### config.mk
export PLATFORM = sky130hd
export DESIGN_NAME = serial_parity_rx
export DESIGN_NICKNAME = d
export VERILOG_FILES = /design/src/rtl/sp_pkg.sv /design/src/rtl/sp_sync2.sv /design/src/rtl/sp_frame_rx.sv /design/src/rtl/sp_parity.sv /design/src/rtl/serial_parity_rx.sv
export SDC_FILE = /design/constraint.sdc
export NUM_CORES = 1
export LEC_CHECK = 0
export ABC_AREA = 1
export BUFFER_PORTS_ARGS = -buffer_cell sky130_fd_sc_hd__buf_2
export CORE_MARGIN = 2
export CORE_UTILIZATION = 60
export DETAILED_ROUTE_END_ITERATION = 7
export PLACE_DENSITY_LB_ADDON = 0.05
export SLEW_MARGIN = 10
export SYNTH_ARGS = -nofsm -noshare
export SYNTH_HDL_FRONTEND = slang
export SYNTH_SLANG_ARGS = --single-unit
export TNS_END_PERCENT = 1
### constraint.sdc
create_clock -name clk -period 3.8 [get_ports clk]
set_input_delay 0.76 -clock clk [delete_from_list [all_inputs] [get_ports clk]]
set_output_delay 0.76 -clock clk [all_outputs]
set_load 0.02 [all_outputs]
### src/rtl/sp_pkg.sv
package sp_pkg;
    // Bit periods in one frame: start + data + stop
    localparam int FRAME_BITS = 10;
    // Payload width
    localparam int DATA_BITS  = 8;
    // Bit-timer ticks per frame (start mid, data mids, stop mid)
    localparam int TICK_LAST  = DATA_BITS + 1;
endpackage

### src/rtl/sp_sync2.sv
module sp_sync2 #(
    parameter logic RESET_VAL = 1'b1
) (
    input  logic clk,
    input  logic rst,
    input  logic async_in,
    output logic sync_out
);
    typedef struct packed {
        logic s1;
        logic s2;
    } sync_t;

    sync_t sy_d, sy_q;

    always_comb begin
        sy_d    = sy_q;
        sy_d.s1 = async_in;
        sy_d.s2 = sy_q.s1;
    end

    always_ff @(posedge clk) begin
        if (rst) sy_q <= '{s1: RESET_VAL, s2: RESET_VAL};
        else     sy_q <= sy_d;
    end

    assign sync_out = sy_q.s2;
endmodule

### src/rtl/sp_frame_rx.sv
module sp_frame_rx
    import sp_pkg::*;
#(
    parameter int CLK_HZ = 50_000_000,
    parameter int BAUD   = 9600
) (
    input  logic                 clk,
    input  logic                 rst,
    input  logic                 line_s,
    output logic [DATA_BITS-1:0] byte_o,
    output logic                 busy_o
);
    localparam int BIT_CYC   = CLK_HZ / BAUD;
    localparam int HALF_CYC  = BIT_CYC / 2;
    localparam int CW        = $clog2(BIT_CYC);
    localparam int FRAME_CYC = FRAME_BITS * BIT_CYC;
    localparam int FW        = $clog2(FRAME_CYC);
    localparam int TW        = $clog2(TICK_LAST + 1);

    localparam logic [CW-1:0] BIT_LAST   = CW'(BIT_CYC - 1);
    localparam logic [CW-1:0] BIT_START  = CW'(HALF_CYC);
    localparam logic [FW-1:0] FRAME_LAST = FW'(FRAME_CYC - 1);
    localparam logic [TW-1:0] TICK_MAX   = TW'(TICK_LAST);
    localparam logic [TW-1:0] TICK_DATA0 = TW'(1);
    localparam logic [TW-1:0] TICK_DATAN = TW'(DATA_BITS);

    typedef struct packed {
        logic                 active;
        logic [CW-1:0]        bit_cnt;
        logic [TW-1:0]        tick;
        logic [FW-1:0]        frame_cnt;
        logic [DATA_BITS-1:0] shreg;
        logic                 prev;
    } rx_t;

    rx_t rx_d, rx_q;

    logic fall_det;
    logic bit_tick;
    logic frame_end;
    logic shift_en;

    always_comb begin
        fall_det  = rx_q.prev & ~line_s;
        bit_tick  = rx_q.active && (rx_q.bit_cnt == BIT_LAST);
        frame_end = rx_q.active && (rx_q.frame_cnt == FRAME_LAST);
        // frame timer gates the shift clock; only data-bit ticks shift
        shift_en  = bit_tick && !frame_end &&
                    (rx_q.tick >= TICK_DATA0) && (rx_q.tick <= TICK_DATAN);

        rx_d      = rx_q;
        rx_d.prev = line_s;

        if (!rx_q.active) begin
            if (fall_det) begin
                rx_d.active    = 1'b1;
                rx_d.bit_cnt   = BIT_START;
                rx_d.tick      = '0;
                rx_d.frame_cnt = '0;
            end
        end else begin
            rx_d.bit_cnt = bit_tick ? '0 : rx_q.bit_cnt + CW'(1);
            if (bit_tick && (rx_q.tick != TICK_MAX))
                rx_d.tick = rx_q.tick + TW'(1);
            if (shift_en)
                rx_d.shreg = {line_s, rx_q.shreg[DATA_BITS-1:1]};
            if (frame_end)
                rx_d.active = 1'b0;
            else
                rx_d.frame_cnt = rx_q.frame_cnt + FW'(1);
        end
    end

    always_ff @(posedge clk) begin
        if (rst) begin
            rx_q.active    <= 1'b0;
            rx_q.bit_cnt   <= '0;
            rx_q.tick      <= '0;
            rx_q.frame_cnt <= '0;
            rx_q.shreg     <= '0;
            rx_q.prev      <= 1'b1;
        end else begin
            rx_q <= rx_d;
        end
    end

    assign byte_o = rx_q.shreg;
    assign busy_o = rx_q.active;

    // reception starts only after the synchronized line was seen low
    a_r2_start_on_low: assert property (@(posedge clk) disable iff (rst)
        $rose(rx_q.active) |-> !$past(line_s));

    // frame counter never passes the ten-bit limit
    a_r4_frame_bound: assert property (@(posedge clk) disable iff (rst)
        rx_q.active |-> (rx_q.frame_cnt <= FRAME_LAST));

    // busy drops only when the frame limit was reached
    a_r4_end_at_limit: assert property (@(posedge clk) disable iff (rst)
        $fell(rx_q.active) |-> ($past(rx_q.frame_cnt) == FRAME_LAST));

    // while busy, the frame counter only steps forward (no restart)
    a_r5_no_restart: assert property (@(posedge clk) disable iff (rst)
        rx_q.active |=> (!rx_q.active ||
                         rx_q.frame_cnt == $past(rx_q.frame_cnt) + FW'(1)));

    // the byte is frozen while idle
    a_r6_hold_idle: assert property (@(posedge clk) disable iff (rst)
        !rx_q.active |=> $stable(rx_q.shreg));

    // tick index stays in its range
    a_r3_tick_range: assert property (@(posedge clk) disable iff (rst)
        rx_q.tick <= TICK_MAX);
endmodule

### src/rtl/sp_parity.sv
module sp_parity
    import sp_pkg::*;
(
    input  logic                 rst,
    input  logic [DATA_BITS-1:0] data_i,
    input  logic                 casc_i,
    input  logic                 en_i,
    output logic                 even_o,
    output logic                 odd_o
);
    logic [DATA_BITS:0] chain;

    assign chain[0] = casc_i;

    genvar gi;
    generate
        for (gi = 0; gi < DATA_BITS; gi++) begin : g_xor
            assign chain[gi+1] = chain[gi] ^ data_i[gi];
        end
    endgenerate

    assign odd_o  = en_i &  chain[DATA_BITS];
    assign even_o = en_i & ~chain[DATA_BITS];

    always_comb begin
        if (!rst) begin
            // disabled means both flags low
            a_r8_disabled_low: assert (en_i || (!even_o && !odd_o));
            // when enabled exactly one flag is set
            a_r7_one_hot: assert (!en_i || (even_o ^ odd_o));
        end
    end
endmodule

### src/rtl/serial_parity_rx.sv
module serial_parity_rx #(
    parameter int CLK_HZ = 50_000_000,
    parameter int BAUD   = 9600
) (
    input  logic       clk,
    input  logic       rst,
    input  logic       rx_line,
    input  logic       par_en,
    input  logic       casc_in,
    output logic [7:0] rx_byte,
    output logic       rx_busy,
    output logic       par_even,
    output logic       par_odd
);
    logic line_s;

    sp_sync2 #(.RESET_VAL(1'b1)) u_sync (
        .clk      (clk),
        .rst      (rst),
        .async_in (rx_line),
        .sync_out (line_s)
    );

    sp_frame_rx #(.CLK_HZ(CLK_HZ), .BAUD(BAUD)) u_rx (
        .clk    (clk),
        .rst    (rst),
        .line_s (line_s),
        .byte_o (rx_byte),
        .busy_o (rx_busy)
    );

    sp_parity u_par (
        .rst    (rst),
        .data_i (rx_byte),
        .casc_i (casc_in),
        .en_i   (par_en),
        .even_o (par_even),
        .odd_o  (par_odd)
    );
endmodule

Word-level counts from Yosys, hierarchy flattened:

Index checks and enable logic that the tools add are counted.

* muxes and demuxes: 6
* shift operators: 0
* magnitude comparators: 2
* $add $sub $neg: 3
* equality and inequality tests: 5
* reductions and logical operators: 11
* div/mod/pow operators: 0
* bitwise operators: 13
* multipliers: 0

Operators with widths (count)
* 2-to-1 mux 34 bit: 2
* adder 16 x 1 -> 16 bit, second input constant: 1
* equality test 16 bit, second input constant: 1
* 2-to-1 mux 16 bit: 1
* adder 13 x 1 -> 13 bit, second input constant: 1
* equality test 13 bit, second input constant: 1
* 2-to-1 mux 13 bit: 1
* bitwise XOR 1 bit: 8
* logical AND 1 bit: 6
* AND reduction 2 bit: 3
* adder 4 x 1 -> 4 bit, second input constant: 1
* >= comparator 4 x 1 -> 1 bit, second input constant: 1
* <= comparator 4 bit, second input constant: 1
* 2-to-1 mux 4 bit: 1
* != test 2 bit, second input constant: 2
* != test 4 bit, second input constant: 1
* AND 1 bit: 3
* NOT 1 bit: 2
* nonzero test 2 bit: 1
* logical NOT 1 bit: 1
* 2-to-1 mux 1 bit: 1

* register bits: 45
* logic and storage cells: 48
* bits in writable memories: 0
* memories: 0
* ROM bits: 0
* bits in latches: 0
* output and inout port bits: 11
* input bits: 5

Longest topological paths before layout:

* depth after elaboration: 10
* mapped depth: 10
* depth with buffers taken out: 10

Hierarchy:

Synthesis repeated with hierarchy kept, for this count alone.

* cell total of the unflattened synthesis: 431
* area, all modules: 2775.2 µm²

Modules (own cells, without submodules)
* sp_frame_rx: times used 1, area an instance 2556.2 µm², cells an instance 388, sequential area each 860.8 µm²
* sp_parity: times used 1, area an instance 160.2 µm², cells an instance 36, sequential area each 0.0 µm²
* sp_sync2: times used 1, area an instance 58.8 µm², cells an instance 7, sequential area each 40.0 µm²

Worst setup path after synthesis:

OpenSTA, ideal clock, no wires.

* path kind: input -> output
* start: input port casc_in
* end: output port par_odd
* data required time: 3.040 ns
* setup slack: 1.525 ns
* data arrival time: 1.515 ns
* buffers on the path: 0
* stages on the path: 6
* cells stage by stage: nand3b_1 -> nand2_1 -> nand2_1 -> nand2_1 -> nand2_1 -> a21oi_1

* cells in the longest elaborated chain, start to end: 9

Ends and longest elaborated chain
* start: declaration: line serial_parity_rx.sv:9 `input logic casc_in,`
* bitwise XOR 1 bit (8 in series): line sp_parity.sv:18 `assign chain[gi+1] = chain[gi] ^ data_i[gi];`
* AND 1 bit: line sp_parity.sv:22 `assign odd_o = en_i & chain[DATA_BITS];`
* end: declaration: line serial_parity_rx.sv:13 `output logic par_odd`

No other way between the ends.

Worst setup path after layout:

Same ends and word-level chain as after synthesis.

==> metrics.md <==
| Metric | Value |
|---|---|
| Reg2reg setup slack | `1.48 ns` |
| Overall Power | `0.852 mW` |
| Largest area contributor in the netlist | `dfxtp_1` |
| Clk network pwr share | `36.4%` |
| Yosys warns | `0` |
| # clock sinks | `45` |
| Vias in the first global route | `2,273` |
| Die height | `72.0 um` |
| Syn nets | `436` |
| WP depth | `8` |
| Crit path buffers/inverters | `2` |
| Share of cells above drive strength 1 | `12.1%` |
| Power per cell area | `296 mW/mm^2` |
| CP Launch Type | `input port` |
| Post-synth top area share | `32.5%` |
| DR vias | `2,638` |
| Post-synth EDFFs | `0` |
| Slew @ Worst Pin | `0.868 ns` |
| Worst r2r src | `u_rx.rx_q[9]` |
| Placement row count | `24` |
| Port bufs | `15` |
| Net Sw Power | `0.212 mW` |
| RSZ-0062 raised after global routing | `false` |
| Crit-path max FO | `2` |
| CTS Buf Count | `5` |
| Global-route wire length before repair | `10,100 um` |
| Max_slew headroom | `41.9%` |
| Initial cell density of the core | `62.8%` |
| WP data arrival | `1.61 ns` |
| Clk root buf | `clkbuf_8` |
| Leak | `1.05 nW` |
| Layer with the highest usage | `met2` |
| Crit end category | `output port` |
| Synth area leaders | `dfxtp_1 32%, nand2_1 16%, nand3_1 7.8%, a21oi_1 6.9%, nor2_1 6.5%` |
| RR Endpoint | `u_rx.rx_q[9]` |
| Post-Syn Area | `0.00277 mm^2` |
| Worst skew pair latency | `0.30 ns` |
| Placeable Area | `0.00441 mm^2` |
| Post-CTS Hold Fix Bufs | `0` |
| Comb pwr share | `6.7%` |
| Worst-case reg-to-reg path depth | `9` |
| Most used cell, CP | `nand2_1` |
| Status | `complete, no violations` |
| DIE AREA | `0.00518 mm^2` |
| Cell-internal power | `0.640 mW` |
| Max_cap viols | `0` |
| Mapped Avg Cell Area | `6.51 um^2` |
| Vias per cell | `5.47` |
| CTS clk-pin slew, worst paths | `0.08 ns` |
| Top FF cell, synth | `dfxtp_1` |
| WL/cell | `12.1 um` |
| Antenna-violating nets left | `0` |
| Placement-stage cell area | `0.00278 mm^2` |
| Fmax | `0.422 GHz` |
| Slowest-stage cell, CP | `nand3b_1` |
| H-tree depth | `2` |
| Post-synthesis sequential area ratio | `32.5%` |
| Grt met3 use | `4.72%` |
| HP Start | `u_sync.sy_d[0]` |
| GRT Util Overall | `24.1%` |
| Worst VDD drop | `0.264 mV` |
| Max Buffers Root-to-Sink | `2` |
| Sequential Power Share | `56.9%` |
| Slew Limit Fails | `0` |
| Post-CTS Setup Inserts | `0` |
| Grt ovf | `0` |
| Iteration-0 DRC Markers | `185` |
| Worst path cell trace | `buf_2, nand3b_1, nand2_1, nand2_1, nand2_1, nand2_1, a21oi_1, buf_2` |
| Crit-path max cell delay | `0.17 ns` |
| Yosys cell types | `33` |
| TNS Setup | `0 ns` |
| Met2 Use GR | `39.6%` |
| M1 GR Usage | `32.2%` |
| # nets final | `439` |
| Ys async rst share | `0%` |
| Largest net degree at the start of global routing | `35` |
| DRC viols | `0` |
| #FFs+latches synth | `45` |
| Area Growth Syn to Fin | `3.75%` |
| Sw frac | `24.9%` |
| Final Hold Vio Count | `0` |
| Final setup fails | `0` |
| Critical path endpoint | `par_odd` |
| CTS tree | `done` |
| Hold WC Path Type | `reg2reg` |
| Top Family by Delay on Critical Path | `simple AND/OR/NAND/NOR gates` |
| Worst hold margin | `0.427 ns` |
| Crit path from | `casc_in` |
| Tcrit/Tclk final | `62.4%` |
| I/O pin count | `16` |
| N_diodes | `0` |
| Design area | `0.00288 mm^2` |
| Final wirelength | `5850 um` |
| Die X-Extent | `72.0 um` |
| Router iterations before antenna repair | `4` |
| Synth Instances | `426` |
| Initial antenna violation count | `0` |
| Final setup skew | `0.00779 ns` |
| Post-cts repair resize count | `0` |
| Post-detail-place hpwl | `4090 um` |
| Setup CP Type | `in2out` |
| Worst path required time | `3.04 ns` |
| Gpl congestion | `0.878` |
| Final period demand of the worst path | `2.37 ns` |
## worst min path at each step
stage                                  to  slack [ns]  depth (start not counted)
final                     u_sync.sync_out        0.43                          1
after global routing      u_sync.sync_out        0.46                          1
after CTS                 u_sync.sync_out        0.43                          1
after detailed placement  u_sync.sync_out        0.40                          1
after global placement    u_sync.sync_out        0.39                          1
after floorplan           u_sync.sync_out        0.39                          1
## logic make-up (layout without fill, tap and decap cells)
group	count (synthesis)	after routing	synth area share, %
AOI/OAI and AO/OA	55	55	11.4
xor gates and xnor gates	4	4	1.26
adders and majority gates	5	5	2.26
buffers and inverters	63	67	10.9
DFF	45	45	32.5
and+or+nand+nor	254	254	41.7
## synth_stat cells, types with 3 or more instances
library cell,number
a21oi_1,38
a21oi_2,8
buf_4,8
buf_6,3
clkbuf_1,4
dfxtp_1,45
ha_1,5
inv_1,39
inv_2,4
nand2_1,118
nand3_1,43
nand3b_1,4
nand4_1,20
nor2_1,48
nor3_1,5
o21ai_0,4
or2_2,6
xor2_1,3
## placed cells by master (no fill, tap or decap)
| cell type | instances |
|---|---|
| a21oi_2 | 8 |
| a31oi_1 | 2 |
| xnor2_1 | 1 |
| buf_2 | 15 |
| nand3_4 | 1 |
| nand2_1 | 118 |
| nor2_1 | 48 |
| a21o_2 | 1 |
| clkinv_2 | 1 |
| dfxtp_1 | 45 |
| buf_4 | 1 |
| or2_2 | 6 |
| o31ai_1 | 1 |
| nand4_1 | 20 |
| nor3b_1 | 1 |
| nand3_1 | 43 |
| o21a_1 | 1 |
| ha_1 | 5 |
| nor2_4 | 2 |
| nor2_2 | 1 |
| clkbuf_8 | 6 |
| xor2_1 | 3 |
| nand2_2 | 1 |
| inv_1 | 39 |
| nand3b_1 | 4 |
| nor3_1 | 5 |
| clkinv_4 | 1 |
| nand3_2 | 2 |
| o21ai_0 | 4 |
| nor3_2 | 2 |
| a21oi_1 | 38 |
| inv_2 | 4 |
## sequential cells by signal (all words and copies together), names as in the netlist
register / cells
u_rx.busy_o: 1
u_rx.byte_o: 8
u_rx.rx_q: 34
u_sync.sy_d: 1
u_sync.sync_out: 1
## metal layers
metal / vias to the layer above / wire (um)
met4: 0 / 63
met5: - / 0
met1: 1193 / 2860
li1: 1394 / -
met2: 44 / 2690
met3: 7 / 235
## through the flow
step           setup WS (ns)  utilization [%]  cells
5_1_grt                 1.30             65.2    482
6_report                1.43             65.2    482
4_1_cts                 1.43             65.2    482
3_5_place_dp            1.44             63.0    474
2_1_floorplan           1.52                -    426
3_3_place_gp            1.47             63.0    474
## power by group through the flow
stage          Combinational, mW  Sequential [mW]  Clock [mW]
6_report                  0.0569            0.485       0.310
5_1_grt                   0.0643            0.486       0.336
4_1_cts                   0.0567            0.485       0.319
3_5_place_dp              0.0568            0.496           0
3_3_place_gp              0.0561            0.496           0
2_1_floorplan             0.0451            0.495           0
## final cells by class
| class | count | area (um^2) |
|---|---|---|
| tap | 52 | 65.1 |
| clock buffer | 6 | 82.6 |
| inverter | 43 | 161 |
| multi-input combinational | 318 | 1570 |
| clock inverter | 2 | 13.8 |
| sequential | 45 | 901 |
| fill | 411 | 1540 |
| timing repair buffer | 16 | 82.6 |
Note: power is estimated with default switching activity, not from simulation.
